[src/rtl/dma_pkg.sv]
package dma_pkg;
    typedef enum logic [2:0] {
        PH_IDLE = 3'd0,
        PH_WAIT = 3'd1,
        PH_ACQ  = 3'd2,
        PH_MOVE = 3'd3,
        PH_END  = 3'd4
    } phase_e;

    localparam logic [1:0] SEL_ADDR = 2'd0;
    localparam logic [1:0] SEL_CNT  = 2'd1;
    localparam logic [1:0] SEL_CTRL = 2'd2;
    localparam logic [1:0] SEL_CLR  = 2'd3;

    localparam int CTRL_GO_BIT    = 0;
    localparam int CTRL_BURST_BIT = 1;
    localparam int CTRL_EN_LSB    = 8;
endpackage

[src/rtl/dma_req_pick.sv]
module dma_req_pick #(
    parameter int NCH = 4,
    parameter int CHW = (NCH > 1) ? $clog2(NCH) : 1
) (
    input  logic [NCH-1:0] req,
    input  logic [NCH-1:0] en,
    output logic           any,
    output logic [CHW-1:0] idx
);
    logic [NCH-1:0] live;

    // Each channel is gated by its own enable bit.
    genvar g;
    generate
        for (g = 0; g < NCH; g++) begin : g_mask
            assign live[g] = req[g] & en[g];
        end
    endgenerate

    assign any = |live;

    // Fixed priority: the lowest index wins, so scan from the top down.
    always_comb begin
        idx = '0;
        for (int i = NCH - 1; i >= 0; i--) begin
            if (live[i]) idx = CHW'(i);
        end
    end
endmodule

[src/rtl/dma_core.sv]
module dma_core
    import dma_pkg::*;
#(
    parameter int NCH = 4,
    parameter int AW  = 16,
    parameter int DW  = 16,
    parameter int CW  = 16,
    parameter int CHW = 2
) (
    input  logic           clk,
    input  logic           rst_n,
    input  logic           cfg_we,
    input  logic [1:0]     cfg_sel,
    input  logic [31:0]    cfg_wdata,
    input  logic           pick_any,
    input  logic [CHW-1:0] pick_idx,
    input  logic [NCH-1:0] per_req,
    input  logic [DW-1:0]  per_rdata,
    input  logic           bus_gnt,
    output logic [NCH-1:0] en_mask,
    output logic           bus_req,
    output logic           busy,
    output logic           irq,
    output logic           mem_we,
    output logic [AW-1:0]  mem_addr,
    output logic [DW-1:0]  mem_wdata,
    output logic [NCH-1:0] per_ack,
    output logic [NCH-1:0] per_end
);
    typedef struct packed {
        phase_e         ph;
        logic [AW-1:0]  addr;
        logic [CW-1:0]  cnt;
        logic [CHW-1:0] ch;
        logic           burst;
        logic [NCH-1:0] en;
        logic           irq;
    } state_t;

    state_t st_q, st_d;
    logic   idle;
    logic   move;
    logic   clr_hit;
    logic   go_zero;

    assign idle    = (st_q.ph == PH_IDLE);
    assign move    = (st_q.ph == PH_MOVE) && bus_gnt && per_req[st_q.ch];
    assign clr_hit = cfg_we && (cfg_sel == SEL_CLR);
    assign go_zero = idle && cfg_we && (cfg_sel == SEL_CTRL)
                     && cfg_wdata[CTRL_GO_BIT] && (st_q.cnt == '0);

    always_comb begin
        st_d = st_q;
        if (clr_hit) st_d.irq = 1'b0;
        case (st_q.ph)
            PH_IDLE: begin
                if (cfg_we) begin
                    case (cfg_sel)
                        SEL_ADDR: st_d.addr = cfg_wdata[AW-1:0];
                        SEL_CNT:  st_d.cnt  = cfg_wdata[CW-1:0];
                        SEL_CTRL: begin
                            st_d.burst = cfg_wdata[CTRL_BURST_BIT];
                            st_d.en    = cfg_wdata[CTRL_EN_LSB +: NCH];
                            if (cfg_wdata[CTRL_GO_BIT]) begin
                                if (st_q.cnt == '0) st_d.irq = 1'b1;
                                else                st_d.ph  = PH_WAIT;
                            end
                        end
                        default: ;
                    endcase
                end
            end
            PH_WAIT: begin
                if (pick_any) begin
                    st_d.ch = pick_idx;
                    st_d.ph = PH_ACQ;
                end
            end
            PH_ACQ: begin
                if (bus_gnt) st_d.ph = PH_MOVE;
            end
            PH_MOVE: begin
                if (move) begin
                    st_d.addr = st_q.addr + AW'(1);
                    st_d.cnt  = st_q.cnt - CW'(1);
                    if (st_q.cnt == CW'(1)) st_d.ph = PH_END;
                    else if (!st_q.burst)   st_d.ph = PH_WAIT;
                end
            end
            PH_END: begin
                st_d.ph  = PH_IDLE;
                st_d.irq = 1'b1;
            end
            default: st_d.ph = PH_IDLE;
        endcase
    end

    always_ff @(posedge clk or negedge rst_n) begin
        if (!rst_n) st_q <= '0;
        else        st_q <= st_d;
    end

    assign en_mask   = st_q.en;
    assign bus_req   = (st_q.ph == PH_ACQ) || (st_q.ph == PH_MOVE);
    assign busy      = !idle;
    assign irq       = st_q.irq;
    assign mem_we    = move;
    assign mem_addr  = st_q.addr;
    assign mem_wdata = per_rdata;
    assign per_ack   = NCH'(move) << st_q.ch;
    assign per_end   = NCH'(st_q.ph == PH_END) << st_q.ch;

    AST_REQ_UNTIL_GNT: assert property (@(posedge clk) disable iff (!rst_n)
        (bus_req && !bus_gnt) |=> bus_req);
    AST_ACK_ENABLED: assert property (@(posedge clk) disable iff (!rst_n)
        (|per_ack) |-> ((per_ack & st_q.en & per_req) != '0));
    AST_ACK_ONEHOT: assert property (@(posedge clk) disable iff (!rst_n)
        $onehot0(per_ack));
    AST_END_THEN_IRQ: assert property (@(posedge clk) disable iff (!rst_n)
        (|per_end) |=> (irq && !busy));
    AST_CNT_STEP: assert property (@(posedge clk) disable iff (!rst_n)
        mem_we |=> (st_q.cnt == CW'($past(st_q.cnt) - CW'(1))));
    AST_BURST_HOLD: assert property (@(posedge clk) disable iff (!rst_n)
        ((st_q.ph == PH_MOVE) && st_q.burst && (st_q.cnt != CW'(1))) |=> bus_req);
    AST_ZERO_NO_REQ: assert property (@(posedge clk) disable iff (!rst_n)
        go_zero |=> (!bus_req && irq));
    AST_IRQ_STICKY: assert property (@(posedge clk) disable iff (!rst_n)
        (irq && !clr_hit) |=> irq);
    AST_STEAL_RELEASE: assert property (@(posedge clk) disable iff (!rst_n)
        (mem_we && !st_q.burst) |=> !bus_req);
endmodule

[src/rtl/dma_bus_handover.sv]
module dma_bus_handover #(
    parameter int NCH = 4,
    parameter int AW  = 16,
    parameter int DW  = 16,
    parameter int CW  = 16
) (
    input  logic           clk,
    input  logic           rst_n,
    input  logic           cfg_we,
    input  logic [1:0]     cfg_sel,
    input  logic [31:0]    cfg_wdata,
    input  logic [NCH-1:0] per_req,
    input  logic [DW-1:0]  per_rdata,
    input  logic           bus_gnt,
    output logic           bus_req,
    output logic           busy,
    output logic           irq,
    output logic           mem_we,
    output logic [AW-1:0]  mem_addr,
    output logic [DW-1:0]  mem_wdata,
    output logic [NCH-1:0] per_ack,
    output logic [NCH-1:0] per_end
);
    localparam int CHW = (NCH > 1) ? $clog2(NCH) : 1;

    logic           pick_any;
    logic [CHW-1:0] pick_idx;
    logic [NCH-1:0] en_mask;

    dma_req_pick #(.NCH(NCH), .CHW(CHW)) u_pick (
        .req (per_req),
        .en  (en_mask),
        .any (pick_any),
        .idx (pick_idx)
    );

    dma_core #(.NCH(NCH), .AW(AW), .DW(DW), .CW(CW), .CHW(CHW)) u_core (
        .clk       (clk),
        .rst_n     (rst_n),
        .cfg_we    (cfg_we),
        .cfg_sel   (cfg_sel),
        .cfg_wdata (cfg_wdata),
        .pick_any  (pick_any),
        .pick_idx  (pick_idx),
        .per_req   (per_req),
        .per_rdata (per_rdata),
        .bus_gnt   (bus_gnt),
        .en_mask   (en_mask),
        .bus_req   (bus_req),
        .busy      (busy),
        .irq       (irq),
        .mem_we    (mem_we),
        .mem_addr  (mem_addr),
        .mem_wdata (mem_wdata),
        .per_ack   (per_ack),
        .per_end   (per_end)
    );
endmodule

[config.mk]
export PLATFORM = sky130hd
export DESIGN_NAME = dma_bus_handover
export DESIGN_NICKNAME = d
export VERILOG_FILES = /design/src/rtl/dma_pkg.sv /design/src/rtl/dma_req_pick.sv /design/src/rtl/dma_core.sv /design/src/rtl/dma_bus_handover.sv
export SDC_FILE = /design/constraint.sdc
export NUM_CORES = 1
export LEC_CHECK = 0
export ABC_CLOCK_PERIOD_IN_PS = 2550
export BUFFER_PORTS_ARGS = -buffer_cell sky130_fd_sc_hd__buf_2
export CORE_AREA = 4 4 116 74
export DETAILED_ROUTE_END_ITERATION = 7
export DIE_AREA = 0 0 120 78
export PLACE_DENSITY = 0.67
export SLEW_MARGIN = 5
export SYNTH_ARGS = -nofsm -noshare
export SYNTH_HDL_FRONTEND = slang
export SYNTH_SLANG_ARGS = --single-unit
[constraint.sdc]
create_clock -name clk -period 2.55 [get_ports clk]
set_input_delay 0.255 -clock clk [delete_from_list [all_inputs] [get_ports clk]]
set_output_delay 0.255 -clock clk [all_outputs]
set_load 0.005 [all_outputs]
Word level (Yosys, flattened, before mapping)

Index checks and enable logic that the tools add are counted.

Flip-flop bits (word level): 43

$add $sub $neg: 2
$lt $le $gt $ge: 1
Eq/ne operators: 18
Shift-type cells: 2
Muxes and demuxes: 25
Bitwise logic cells: 4
Reduce and logical (&&, ||, !) cells: 15

Operator list:

| operator              | count |
|---|---|
| $mux 35               | 2 |
| $pmux 32 s2           | 1 |
| $mux 16               | 2 |
| $mux 3                | 7 |
| $add 16x1->16 const B | 1 |
| $eq 16x1->1 const B   | 1 |
| $logic_not 16->1      | 1 |
| $ne 2x2->1 const B    | 8 |
| $sub 16x1->16 const B | 1 |
| $pmux 3 s4            | 1 |
| $mux 2                | 4 |
| $reduce_and 4->1      | 2 |
| $reduce_and 8->1      | 1 |
| $shl 1x2->4           | 2 |
| $eq 3x2->1 const B    | 2 |
| $mux 1                | 6 |
| $and 1x1->1           | 4 |
| $eq 2x2->1 const B    | 2 |
| $reduce_or 4->1       | 1 |
| $eq 3x1->1 const B    | 1 |
| $eq 3x3->1 const B    | 1 |
| $logic_and 1x1->1     | 3 |
| $logic_not 3->1       | 1 |
| $lt 2x3->1 const B    | 1 |
| other kinds (11)      | 11 |

Logic depth before layout (Yosys ltp)

Gate-level depths: netlist (run 1).

Depth in word-level cells: 8
Gate-level depth with buffers: 7
Depth with buffers taken out: 7

Hierarchy

From an unflattened synthesis (run 1), not the netlist that was laid out.

Cells, all modules: 375
Area, all modules: 3195.6 sq um

Modules (own cells, without submodules):

| module       | instances | cells an instance | area each (sq um) | seq. area each (sq um) |
|---|---|---|---|---|
| dma_core     | 1         | 368               | 3148.0            | 1076.0 |
| dma_req_pick | 1         | 7                 | 47.5              | 0.0 |

Worst setup path before layout (run 1)

Ideal clock, no wire load.

Path kind: flip-flop to flip-flop
From: register u_core.st_q[41] (netlist name)
To: register u_core.st_q (netlist bit u_core.mem_addr[13])
Library setup time: 0.126 ns
Arrival: 1.871 ns
Path slack: 0.553 ns
Stages on the path, launching flop included: 7
Cells stage by stage: dfrtp_1 -> nor3_2 -> inv_2 -> or4b_4 -> a21boi_4 -> buf_6 -> o32a_1

Longest elaborated chain between the ends: 5
Elaborated cells on any way between the ends: 10

RTL lines:

| element                        | line                           | text |
|---|---|---|
| start: declaration             | dma_core.sv:40                 | `state_t st_q, st_d;` |
| start signal: assignment       | dma_core.sv:100                | `else st_q <= st_d;` |
| $eq 3x2->1                     | dma_core.sv:47, dma_core.sv:55 |  |
| $logic_and 1x1->1 (2 in a row) | dma_core.sv:47                 | `assign move = (st_q.ph == PH_MOVE) && bus_gnt && per_req[st_q.ch];` |
| $ne 2x1->1 (no line)           | --                             |  |
| $reduce_and 4->1 (no line)     | --                             |  |

Several ways; a longest one is shown, not always the timed one.
A chain may end at the register's enable or synchronous reset.

Worst setup path after layout (run 1)

From: register u_core.st_q[6] (netlist name)
To: output per_ack[0]

Longest elaborated chain between the ends: 4

RTL lines:

| element                      | line                   | text |
|---|---|---|
| $bmux 1 s2                   | dma_core.sv:47         |  |
| $mux 1 (implied by the code) | dma_core.sv:47         |  |
| $logic_and 1x1->1            | dma_core.sv:47         |  |
| $shl 1x2->4 *                | dma_core.sv:110        | `assign per_ack = NCH'(move) << st_q.ch;` |
| end: declaration             | dma_bus_handover.sv:21 | `output logic [NCH-1:0] per_ack,` |

Every way passes the cells marked *; elsewhere a longest branch is shown, timed or not. The select of a mux whose other input is x is not followed.

==> run summary, run 1 <==
The number of hold buffers added after cts is 0. Across the routed clock network, the largest skew measured is 0.006435 ns. Along the worst path, the maximum fanout reaches 8. The clock insertion delay at the later pin of the skew report came out at 0.29 ns. In this design, the largest share of critical-path delay is due to flip-flops. Measured against its own limit, the worst slew margin works out to 33.01%. Setup repair after global routing left no endpoint under its margin. The final net count came out at 435.

In this run the count of I/O pins placed on the die edge is 102. The via total after detailed routing came out at 2,765. The filler cells instantiated in the layout total 749.

The area growth from synthesis to layout came out at 11.25%. The count of cells resized by post-cts repair is 0. The average detailed-routed wire length per instance came out at 16.90 um. The tool flagged a number of max-cap violations equal to 0. The worst hold slack came out at 0.1376 ns.

The critical path starts at u_core.st_q[6]. The wire length the detailed router placed on met1 came out at 4.087 mm. The most common cell after layout, fill and taps aside is buf_2. The startpoint type of the worst setup path is a flop. TritonCTS created 5 clock buffers. The share of final-layout standard cells stronger than drive strength 1 is 23.53%. The buffer cell driving the clock tree root is clkbuf_16. Counting flops with an async set or reset pin after synthesis yields a share of 100.0%.

The combined flip-flop and latch cell area is 1076 um2. Traced cell by cell, the critical path runs through mux2i_1, o22ai_1, nand2_1, nor3_1, buf_2. The total number of placement rows is 25. The Yosys step of the flow raised 0 warnings.

The total track usage is 18.04%. The final worst-path cycle share came out at 86.40%. The die is 120 um wide. The leakage power came out at 1.393 nW. The initial core utilization is 38.78%. The mean cell area of the mapped netlist came out at 8.375 um2. The clock sink count came out at 43. Leaving out fill and tap cells, the most frequent cells in the layout are buf_2 (53), dfrtp_1 (43), nor2_1 (34).

The post-detailed-route DRC marker count came out at 0. Wires add up to 8.146 mm. The first global-routing pass estimated 13.60 mm of wire.

The required time of the critical path came out at 2.30 ns. The number of buffers inserted by post-CTS setup repair came out at 0. In this run the worst hold path is classified as in2async. Sequential elements use 36.50% of the synthesized area. The worst register-to-register path has a depth of 7. The setup slack of the worst register-to-register path came out at 0.40 ns. The number of levels the H-tree was split into came out at 2. TritonCTS built the clock tree. The height of the die came out at 78 um. The number of input and output port buffers inserted is 53. The kind of critical path is reg2out. The flow ran to the end, and the final reports show no timing, DRC or antenna violations.

The via count of the first global-routing pass was 2,541. The number of instances in the synthesized netlist came out at 352. In the detailed route, the total length drawn on met2 is 3.400 mm. In this run the power density over the cells is 1211 nW/um2. The synthesized netlist net count came out at 414. The worst-margin pin slew came out at 1.005 ns. The HPWL after detailed placement is 5.951 mm. The final-layout setup total negative slack is 0 ns.

STA classifies the critical path endpoint as an output pin. The initial antenna violation count is 0. The antenna violation net count after detailed routing is 0. In this run the critical register-to-register path is captured at u_core.st_q[16]. In this run, the number of DRC markers left after iteration 0 of detailed routing was 235. The wire length on met3 came out at 581 um. The post-placement setup slack came out at 0.4197 ns. Together, buffers and inverters on the worst path number 1. The iteration count of the initial detailed-routing pass came out at 4. Entering global routing, the biggest net connects 44 pins. The data arrival time of the critical path is 1.95 ns. The worst register-to-register path begins at u_core.st_q[8]. The slowest stage of the critical path belongs to the cell dfrtp_1. For this run, the leading register cell type out of synthesis is dfrtp_1.

After floorplanning, the core was sized to cover 7601 um2. Counting I/O delays and the setup requirement, the final critical path takes 2.203 ns. Counting flops and latches in the post-synthesis netlist gives 43. The cell area that synthesis handed to floorplanning was 2948 um2. The clock-pin slew of the registers on the worst-case setup and hold paths is 0.07 ns.

The via-per-instance ratio is 5.737. The hold violation total from the final report is 0. The final setup violation count is 0. The multi-input logic area came out at 1525 um2. The number of inserted diodes came out at 0. Global routing finished with a remaining overflow of 0. The final-report max-slew violation count came to 0.

On the worst path, the slowest cell contributes a delay of 0.47 ns. In this run the top signal layer used is met4. The number of enable-type register cells in the synthesized netlist is 0. The die covers 9360 um2. The post-layout worst setup margin is 0.3468 ns.

Timing would allow up to 453.9 MHz. The worst vdd rail ir drop is 511.2 uV. The distinct cell type count of the synthesized netlist came out at 58. The placer congestion estimate is 0.8447. The maximum number of buffers from clock root to sink is 2.
## logic make-up after synthesis
logic type	synth area share [%]
AND/OR/NAND/NOR	21.14
flip-flops	36.50
AO/OA/AOI/OAI	25.55
adder cells (fa/ha/maj)	1.698
buffers and inverters	11.76
multiplexers	3.353
## sequential cells by signal (all words and copies together) (netlist names)
register,count
u_core.st_q,22
u_core.mem_addr,16
u_core.en_mask,4
u_core.irq,1
## cell type report
class,instances,area share (%)
clock buffer,7,4.655
multi-input combinational,253,46.51
timing repair buffer,64,10.99
tap,108,4.121
clock inverter,1,0.2289
sequential,43,32.81
inverter,6,0.6868
## report_power, final
group          internal [W]  switching [W]
Combinational      0.000802        0.00103
Clock              0.000417       0.000268
Sequential          0.00100       0.000452
## how the worst max path moves through the flow
stage,slack [ns],cells past startpoint,end
2_1_floorplan,0.55,6,u_core.mem_addr[13]
3_3_place_gp,0.43,7,u_core.st_q[16]
3_5_place_dp,0.42,7,u_core.st_q[16]
4_1_cts,0.39,5,per_ack[0]
5_1_grt,0.17,7,u_core.st_q[16]
6_report,0.35,5,per_ack[0]
## Yosys cell counts (2+ instances only)
library cell	number	area, um2
a211oi_1	2	15.01
a21oi_1	30	150.1
a22o_1	6	52.55
a22oi_1	2	15.01
a2bb2oi_1	3	26.28
a31o_2	2	17.52
a31oi_1	10	62.56
and2_1	3	18.77
and3_1	6	37.54
buf_1	2	7.510
buf_2	7	35.03
buf_4	32	240.2
clkbuf_1	8	30.03
dfrtp_1	43	1076
ha_1	4	50.05
inv_1	5	18.77
mux2_2	7	78.83
mux2i_1	2	20.02
nand2_1	32	120.1
nand2b_1	4	25.02
nand3_1	10	50.05
nor2_1	34	127.6
nor3_1	12	60.06
nor3b_1	4	30.03
nor4_1	4	25.02
o21a_1	2	15.01
o21ai_0	30	150.1
o22a_1	8	70.07
o22ai_1	6	37.54
o31a_1	2	17.52
or3_1	2	12.51
or4_1	2	15.01
## metal layers
| metal | track usage [%] | vias up |
|---|---|---|
| met5 | 0 | - |
| met4 | 4.229 | 0 |
| met3 | 3.642 | 10 |
| met2 | 24.71 | 118 |
| met1 | 28.51 | 1330 |
| li1 | - | 1307 |
## through the flow
stage / utilization [%] / area (um2) / power [W] / std cells
final: 43.14 / 3279 / 0.003972 / 482
after global routing: 43.14 / 3279 / 0.004326 / 482
after CTS: 43.14 / 3279 / 0.003962 / 482
after detailed placement: 41.04 / 3119 / 0.003258 / 474
after global placement: 41.04 / 3119 / 0.003192 / 474
after floorplan: - / 2948 / 0.002819 / 352
No activity file was read; power rests on OpenSTA's default activity.
==> run 2, diff against run 1 <==
CORE_AREA = 4 4 121 77   (was 4 4 116 74)
DIE_AREA = 0 0 125 81   (was 0 0 120 78)
PLACE_DENSITY = 0.69   (was 0.67)
SYNTH_HIERARCHICAL = 1   (was default)
==> run 2 against run 1 <==
Final cell count is 3.3% higher. Routed wire length is 15% higher. Critical path depth is 1 lower. Register-to-register slack worse by 0.18 ns. Die area is 8.2% higher. Non-clock buffer count stayed put. Worst hold slack worse by 0.0050 ns. Critical endpoint is now u_core/mem_addr[10]. Highest routed layer unchanged.
==> run summary, run 2 <==
The number of maximum-capacitance constraint violations is 0 (unchanged). The share of final-layout standard cells stronger than drive strength 1 is 23.06% (-0.47 points). The iteration count of the initial detailed-routing pass came out at 5 (+1). The height of the die is 81 um (+3.8%). The data arrival time of the critical path came out at 2.46 ns (+0.51 ns). The global-route met3 utilization is 4.796% (+1.2 points). The flip-flop count of the largest register after layout is 22 (unchanged). The final-layout setup total negative slack came to 0 ns (unchanged).

The initial core utilization came out at 38.67% (-0.11 points). The library cell used most frequently in the layout, excluding fill and tap cells, is nand2_1. The hold violation total from the final report came to 0 (unchanged).

The overall routed net length was 9.358 mm (+15%). The post-route minimum period is 2.331 ns (+0.1278 ns). The worst hold slack is 0.1327 ns (-0.004956 ns). The leakage power is 1.451 nW (+4.2%). The final worst-path cycle share came out at 91.41% (+5.0 points). The number of instances in the synthesized netlist came out at 375 (+6.5%). The via count of the first global-routing pass is 2,934 (+15%).

The run finished with clean final reports. The number of levels the H-tree was split into was 2 (unchanged). The final setup skew came out at 0.01277 ns (+0.006337 ns). The synthesized netlist net count is 437 (+5.6%). The number of enable-type register cells in the synthesized netlist is 0 (unchanged).

TritonCTS built the clock tree. The number of inserted diodes is 0 (unchanged). The largest stage delay on the critical path is 1.00 ns (+0.53 ns). The worst register-to-register path begins at u_core/st_q[6].

The number of buffers created by CTS was 5 (unchanged). The final-report max-slew violation count is 0 (unchanged). The clock sink count came to 43 (unchanged). The mean cell area of the mapped netlist is 8.522 um2 (+1.8%). The final HPWL from detailed placement is 6.813 mm (+14%).

The destination of the worst register-to-register timing path is u_core/mem_addr[10]. The met1 demand-to-capacity share in global routing is 28.12% (-0.39 points). The top-area cell type share of the netlist area is 33.67% (-2.8 points). The global-route track usage on met2 is 27.33% (+2.6 points). The count of cells resized by post-cts repair is 0 (unchanged).

The initial antenna violation count came to 0 (unchanged). The average detailed-routed wire length per instance came out at 18.79 um (+11%). The startpoint type of the worst setup path is a flop. The setup slack of the worst register-to-register path is 0.22 ns (-0.18 ns). In this run the worst hold path is classified as in2async. The distinct cell type count of the synthesized netlist is 54 (-6.9%).

The clock insertion delay at the later pin of the skew report came to 0.30 ns (about the same). The required time of the critical path came to 2.67 ns (+0.37 ns). The maximum fanout along the worst path came out at 13 (+5). The initial detailed-routing violation count is 345 (+47%). The largest individual stage delay along the critical path comes from the cell a21oi_1. The core box area came out at 8263 um2 (+8.7%).

The post-detailed-route DRC marker count is 0 (unchanged). Of all cell types, the one taking the most synthesized area is dfrtp_1. The tightest slew margin relative to the limit came to 15.83% (-17 points).

Leaving out fill and tap cells, the most frequent cells in the layout are nand2_1 (59), buf_2 (53), dfrtp_1 (43). The power density over the cells came out at 1175 nW/um2 (-3.0%). The number of hold buffers added after cts was 0 (unchanged). The final net count came out at 448 (+3.0%). The worst vdd rail ir drop is 426.3 uV (-17%).

Setup repair after global routing left no endpoint under its margin. The number of cells traversed by the worst register-to-register path is 4 (-3). By instance count, the leading cell after synthesis is nand2_1. The prevailing post-synth register cell is dfrtp_1. The most used routing layer is met1. The final setup violation count is 0 (unchanged). The cell area after synthesis is 3196 um2 (+8.4%).

The via-per-instance ratio came out at 6.185 (+7.8%). The maximum number of pins on one net before global-route repair came to 44 (unchanged). The kind of cell with the highest combined delay along the critical path is compound AO/OA/AOI/OAI gates. The number of input and output port buffers inserted is 53 (unchanged).

The number of warnings issued by yosys came out at 6 (+6). The critical path goes through mux2i_1, o22ai_1, a21oi_1, o221ai_1. More flip-flops sit in one register than any other, and that register is u_core/st_q. The number of buffers inserted by post-CTS setup repair is 0 (unchanged). The maximum number of buffers from clock root to sink was 2 (unchanged). The number of register bits inferred by synthesis was 43 (unchanged). The commonest cells after synthesis are nand2_1 (59), dfrtp_1 (43), buf_4 (36).

The worst setup path is captured at a flop. The total track usage was 19.04% (+1.0 points). The clock-pin slew of the registers on the worst-case setup and hold paths came to 0.07 ns (about the same).

The die area is 10,130 um2 (+8.2%). The timing-limited maximum frequency came out at 429.0 MHz (-5.5%). The worst-margin pin slew was 1.263 ns (+0.2577 ns).

The via total after detailed routing is 3,080 (+11%). In the post-synthesis netlist, the biggest area contributors are dfrtp_1 (34%), buf_4 (8.5%), o221ai_1 (7.1%). The async set or reset register ratio after synthesis came to 100.0% (unchanged). The worst setup path is of the reg2reg kind. The I/O pin count came out at 102 (unchanged).

The wire length of the first global-routing pass is 15.44 mm (+14%). The fill cell instance count of the final layout came out at 861 (+15%). The antenna violation net count after detailed routing came out at 0 (unchanged). The width of the chip came out at 125 um (+4.2%). The total number of placement rows is 26 (+4.0%).

The sequential element share of the synthesized area came out at 33.67% (-2.8 points). The aggregate global routing overflow came out at 0 (unchanged). The placer congestion estimate came to 0.9051 (+7.2%).

The count of buffering cells on the critical path with inverters included was 0 (-1). The buffer cell driving the clock tree root is clkbuf_16. The area growth from synthesis to layout is 9.240%.
## run 2: cell count changes in the layout (fill, tap and decap cells not counted), sizes merged, moves of 5 or more
cell    change
a21oi      -19
a22o        -6
a31oi       -7
nand2      +27
nand3      +10
nand4       +6
nor2       -19
o211ai     +11
o21ai      -25
o221ai     +27
o22a        -7
o22ai       -5
o31a       +11
## run 2: kinds of logic (layout without fill, tap and decap cells)
logic type	Yosys count	in the layout	share of synthesized area (%)
AND/OR/NAND/NOR	153	153	24.43
AO/OA/AOI/OAI	99	99	24.79
buffers and inverters	66	77	12.10
adder cells (fa/ha/maj)	4	4	1.566
multiplexers	10	10	3.446
flip-flops	43	43	33.67
## run 2: where the power goes
| part | switching [W] | total, W | leakage [nW] | internal [W] |
|---|---|---|---|---|
| combinational | 0.00113 | 0.00202 | 0.914 | 0.000891 |
| clock | 0.000269 | 0.000727 | 0.0769 | 0.000457 |
| sequential | 0.000403 | 0.00135 | 0.460 | 0.000947 |
## run 2: layer usage
metal	share of wire, %	routed length (um)
met5	0	0
met4	1.3	119
met3	9.2	858
met2	42	3901
met1	48	4478
## run 2: worst reg2reg max path: stages (launching register included)
cell and delay (ns):
dfrtp_1 0.49, mux2i_1 0.27, o22ai_1 0.15, a21oi_1 1.00
o221ai_1 0.25
## run 2: layout make-up
| cell class | count | area [um2] | share of cell area (%) |
|---|---|---|---|
| Multi-Input combinational cell | 266 | 1733 | 49.64 |
| Sequential cell | 43 | 1076 | 30.82 |
| Timing Repair Buffer | 64 | 360.3 | 10.32 |
| Tap cell | 112 | 140.1 | 4.014 |
| Clock buffer | 6 | 128.9 | 3.692 |
| Clock inverter | 1 | 30.03 | 0.8602 |
| Inverter | 6 | 22.52 | 0.6452 |
## run 2: through the flow
step | area (um2) | power (W) | util (%) | worst slack [ns] | cells
global route | 3491 | 0.004430 | 42.25 | 0.003416 | 498
detailed placement | 3332 | 0.003344 | 40.32 | 0.2258 | 491
CTS | 3491 | 0.004087 | 42.25 | 0.2098 | 498
floorplan | 3196 | 0.002843 | - | 0.4788 | 375
global placement | 3332 | 0.003253 | 40.32 | 0.3275 | 491
finish | 3491 | 0.004101 | 42.25 | 0.2190 | 498
## run 2: worst max-delay path by stage
stage	endpoint	from	cells after the start	slack [ns]
after CTS	u_core/mem_addr[7]	u_core/st_q[6]	4	0.21
after global routing	u_core/mem_addr[7]	u_core/st_q[6]	4	0.003
after floorplan	u_core/st_q[20]	u_core/st_q[8]	6	0.48
final	u_core/mem_addr[10]	u_core/st_q[6]	4	0.22
after detailed placement	u_core/mem_addr[7]	u_core/st_q[6]	4	0.23
after global placement	u_core/mem_addr[10]	u_core/st_q[6]	4	0.33
==> run 3, diff against run 2 <==
CORE_AREA = 4 4 116 74   (was 4 4 121 77)
DIE_AREA = 0 0 120 78   (was 0 0 125 81)
PLACE_DENSITY = 0.7   (was 0.69)
SYNTH_HIERARCHICAL = default   (was 1)
==> run 3 against run 2 <==
Final area is 6.0% lower. Count of clock-buffer cells in the layout stayed put. Non-clock buffer count stayed put. Setup slack better by 0.16 ns. Global-route usage is 1.8 points lower. Fmax is 7.5% higher. Critical path type unchanged. Largest power group unchanged.
==> run summary, run 3 (synthesized netlist as in run 1, its figures left out) <==
The total track usage came to 17.22% (-1.8 points). The worst-margin pin slew is 0.9809 ns (-0.2817 ns). The antenna violation net count after detailed routing came to 0 (unchanged). The number of input and output port buffers inserted is 53 (unchanged). The initial antenna violation count came out at 0 (unchanged). The number of buffers inserted by post-CTS setup repair came to 0 (unchanged).

The count of cells resized by post-cts repair is 0 (unchanged). The post-detailed-route DRC marker count is 0 (unchanged). The maximum number of pins on one net before global-route repair is 44 (unchanged). The leakage power is 1.399 nW (-3.6%). The number of inserted diodes is 0 (unchanged).

The required time of the critical path came to 2.78 ns (+0.11 ns). The worst vdd rail ir drop came to 458.3 uV (+7.5%). The final worst-path cycle share came to 85.02% (-6.4 points). The total power consumption of the routed design is 0.004011 W (-2.2%).

More flip-flops sit in one register than any other, and that register is u_core.st_q. The final net count came out at 435 (-2.9%). The wire length of the first global-routing pass is 13.12 mm (-15%). The flow ran to the end, and the final reports show no timing, DRC or antenna violations. The via count of the first global-routing pass is 2,606 (-11%). The final-report max-slew violation count came out at 0 (unchanged). The kind of end point of the critical path is a flop. The total number of placement rows is 25 (-3.8%). The width of the chip is 120 um (-4.0%). The timing-limited maximum frequency came to 461.2 MHz (+7.5%).

The number of levels the H-tree was split into came out at 2 (unchanged). The overall routed net length came out at 7.969 mm (-15%). The final setup violation count came out at 0 (unchanged).

The power density over the cells came out at 1223 nW/um2 (+4.1%). The data arrival time of the critical path is 2.39 ns (-0.07 ns). The initial core utilization is 38.78% (+0.11 points).

The most common cell after layout, fill and taps aside is buf_2. The worst hold path belongs to the class in2async. The hold violation total from the final report came to 0 (unchanged). The clock-pin slew of the registers on the worst-case setup and hold paths is 0.06 ns (about the same). The final-layout setup total negative slack is 0 ns (unchanged).

The number of hold buffers added after cts is 0 (unchanged). The aggregate global routing overflow was 0 (unchanged). The iteration count of the initial detailed-routing pass came out at 5 (unchanged). The core box area is 7601 um2 (-8.0%). The I/O pin count is 102 (unchanged). The die area came to 9360 um2 (-7.6%). The initial detailed-routing violation count came to 236 (-32%). The post-route minimum period came out at 2.168 ns (-0.1629 ns). The flip-flop count of the largest register after layout came out at 22 (unchanged). The final HPWL from detailed placement is 5.757 mm (-15%).

The clock sink count is 43 (unchanged). The buffer cell driving the clock tree root is clkbuf_16. The number of maximum-capacitance constraint violations is 0 (unchanged). The top cell types in the final layout, fill and taps aside, are buf_2 (53), dfrtp_1 (43), nor2_1 (34). The placer congestion estimate is 0.8599 (-5.0%). The maximum fanout along the worst path came to 7 (-6). TritonCTS built the clock tree. The final setup skew came out at 0.004329 ns (-0.008442 ns). Setup repair after global routing left no endpoint under its margin. The average detailed-routed wire length per instance is 16.53 um (-12%).

Relative to the synthesized area, the layout overhead comes to 11.29%. The kind of critical path is reg2reg. The via-per-instance ratio is 5.768 (-6.7%). The maximum number of buffers from clock root to sink came to 2 (unchanged). The number of buffers created by CTS was 5 (unchanged).

The tightest slew margin relative to the limit is 34.61% (+19 points). The worst setup path is launched from a flop. The clock insertion delay at the later pin of the skew report came out at 0.29 ns (about the same). The via total after detailed routing is 2,780 (-9.7%). The height of the die came to 78 um (-3.7%). The share of final-layout standard cells stronger than drive strength 1 is 23.53% (+0.47 points).
run 3: layout make-up:
cell class	count	area [um2]
multi-input cells	253	1525
inverters	6	22.52
repair buffers	64	347.8
clock inverters	2	35.03
fillers	757	4320
flip-flops and latches	43	1076
well taps	108	135.1
clock buffers	6	138.9
run 3: metrics by stage:
| step | utilization (%) | hold slack (ns) | cells | worst slack [ns] | instance area, um2 |
|---|---|---|---|---|---|
| finish | 43.16 | 0.1320 | 482 | 0.3819 | 3281 |
| global route | 43.16 | 0.2183 | 482 | 0.1686 | 3281 |
| CTS | 43.16 | 0.1675 | 482 | 0.4038 | 3281 |
| detailed placement | 40.87 | 0.4767 | 474 | 0.4249 | 3107 |
| global placement | 40.87 | 0.4777 | 474 | 0.4474 | 3107 |
| floorplan | - | -0.04059 | 352 | 0.5532 | 2948 |
run 3: final timing paths:
path	startpoint	end	slack [ns]	cells after the start
max reg2reg	u_core.st_q[8]	u_core.st_q[16]	0.38	7
min	rst_n	u_core.st_q[15]	0.13	1
min in group clk	cfg_wdata[1]	u_core.st_q[5]	0.21	2
max	u_core.st_q[8]	u_core.st_q[16]	0.38	7
max in group asynchronous	rst_n	u_core.en_mask[0]	1.81	1
min reg2reg	u_core.st_q[5]	u_core.st_q[5]	0.51	1
run 3: routing by layer:
metal,track usage [%],vias to the layer above,part of all wire [%]
met3,3.787,11,7.7
met2,24.87,104,42
met1,25.87,1363,49
met5,0,-,0
met4,4.229,0,1.3
li1,-,1302,-
run 3: critical path, stage by stage (launching register included):
cell,delay [ns]
dfrtp_1,0.45
inv_1,0.11
ha_1,0.21
or3b_2,0.49
nor3_1,0.25
nand2_1,0.12
o41ai_1,0.29
a22o_1,0.18
run 3: report_power, final:
part | switching, W | internal [W]
Sequential | 0.000441 | 0.00100
Clock | 0.000263 | 0.000487
Combinational | 0.00104 | 0.000778
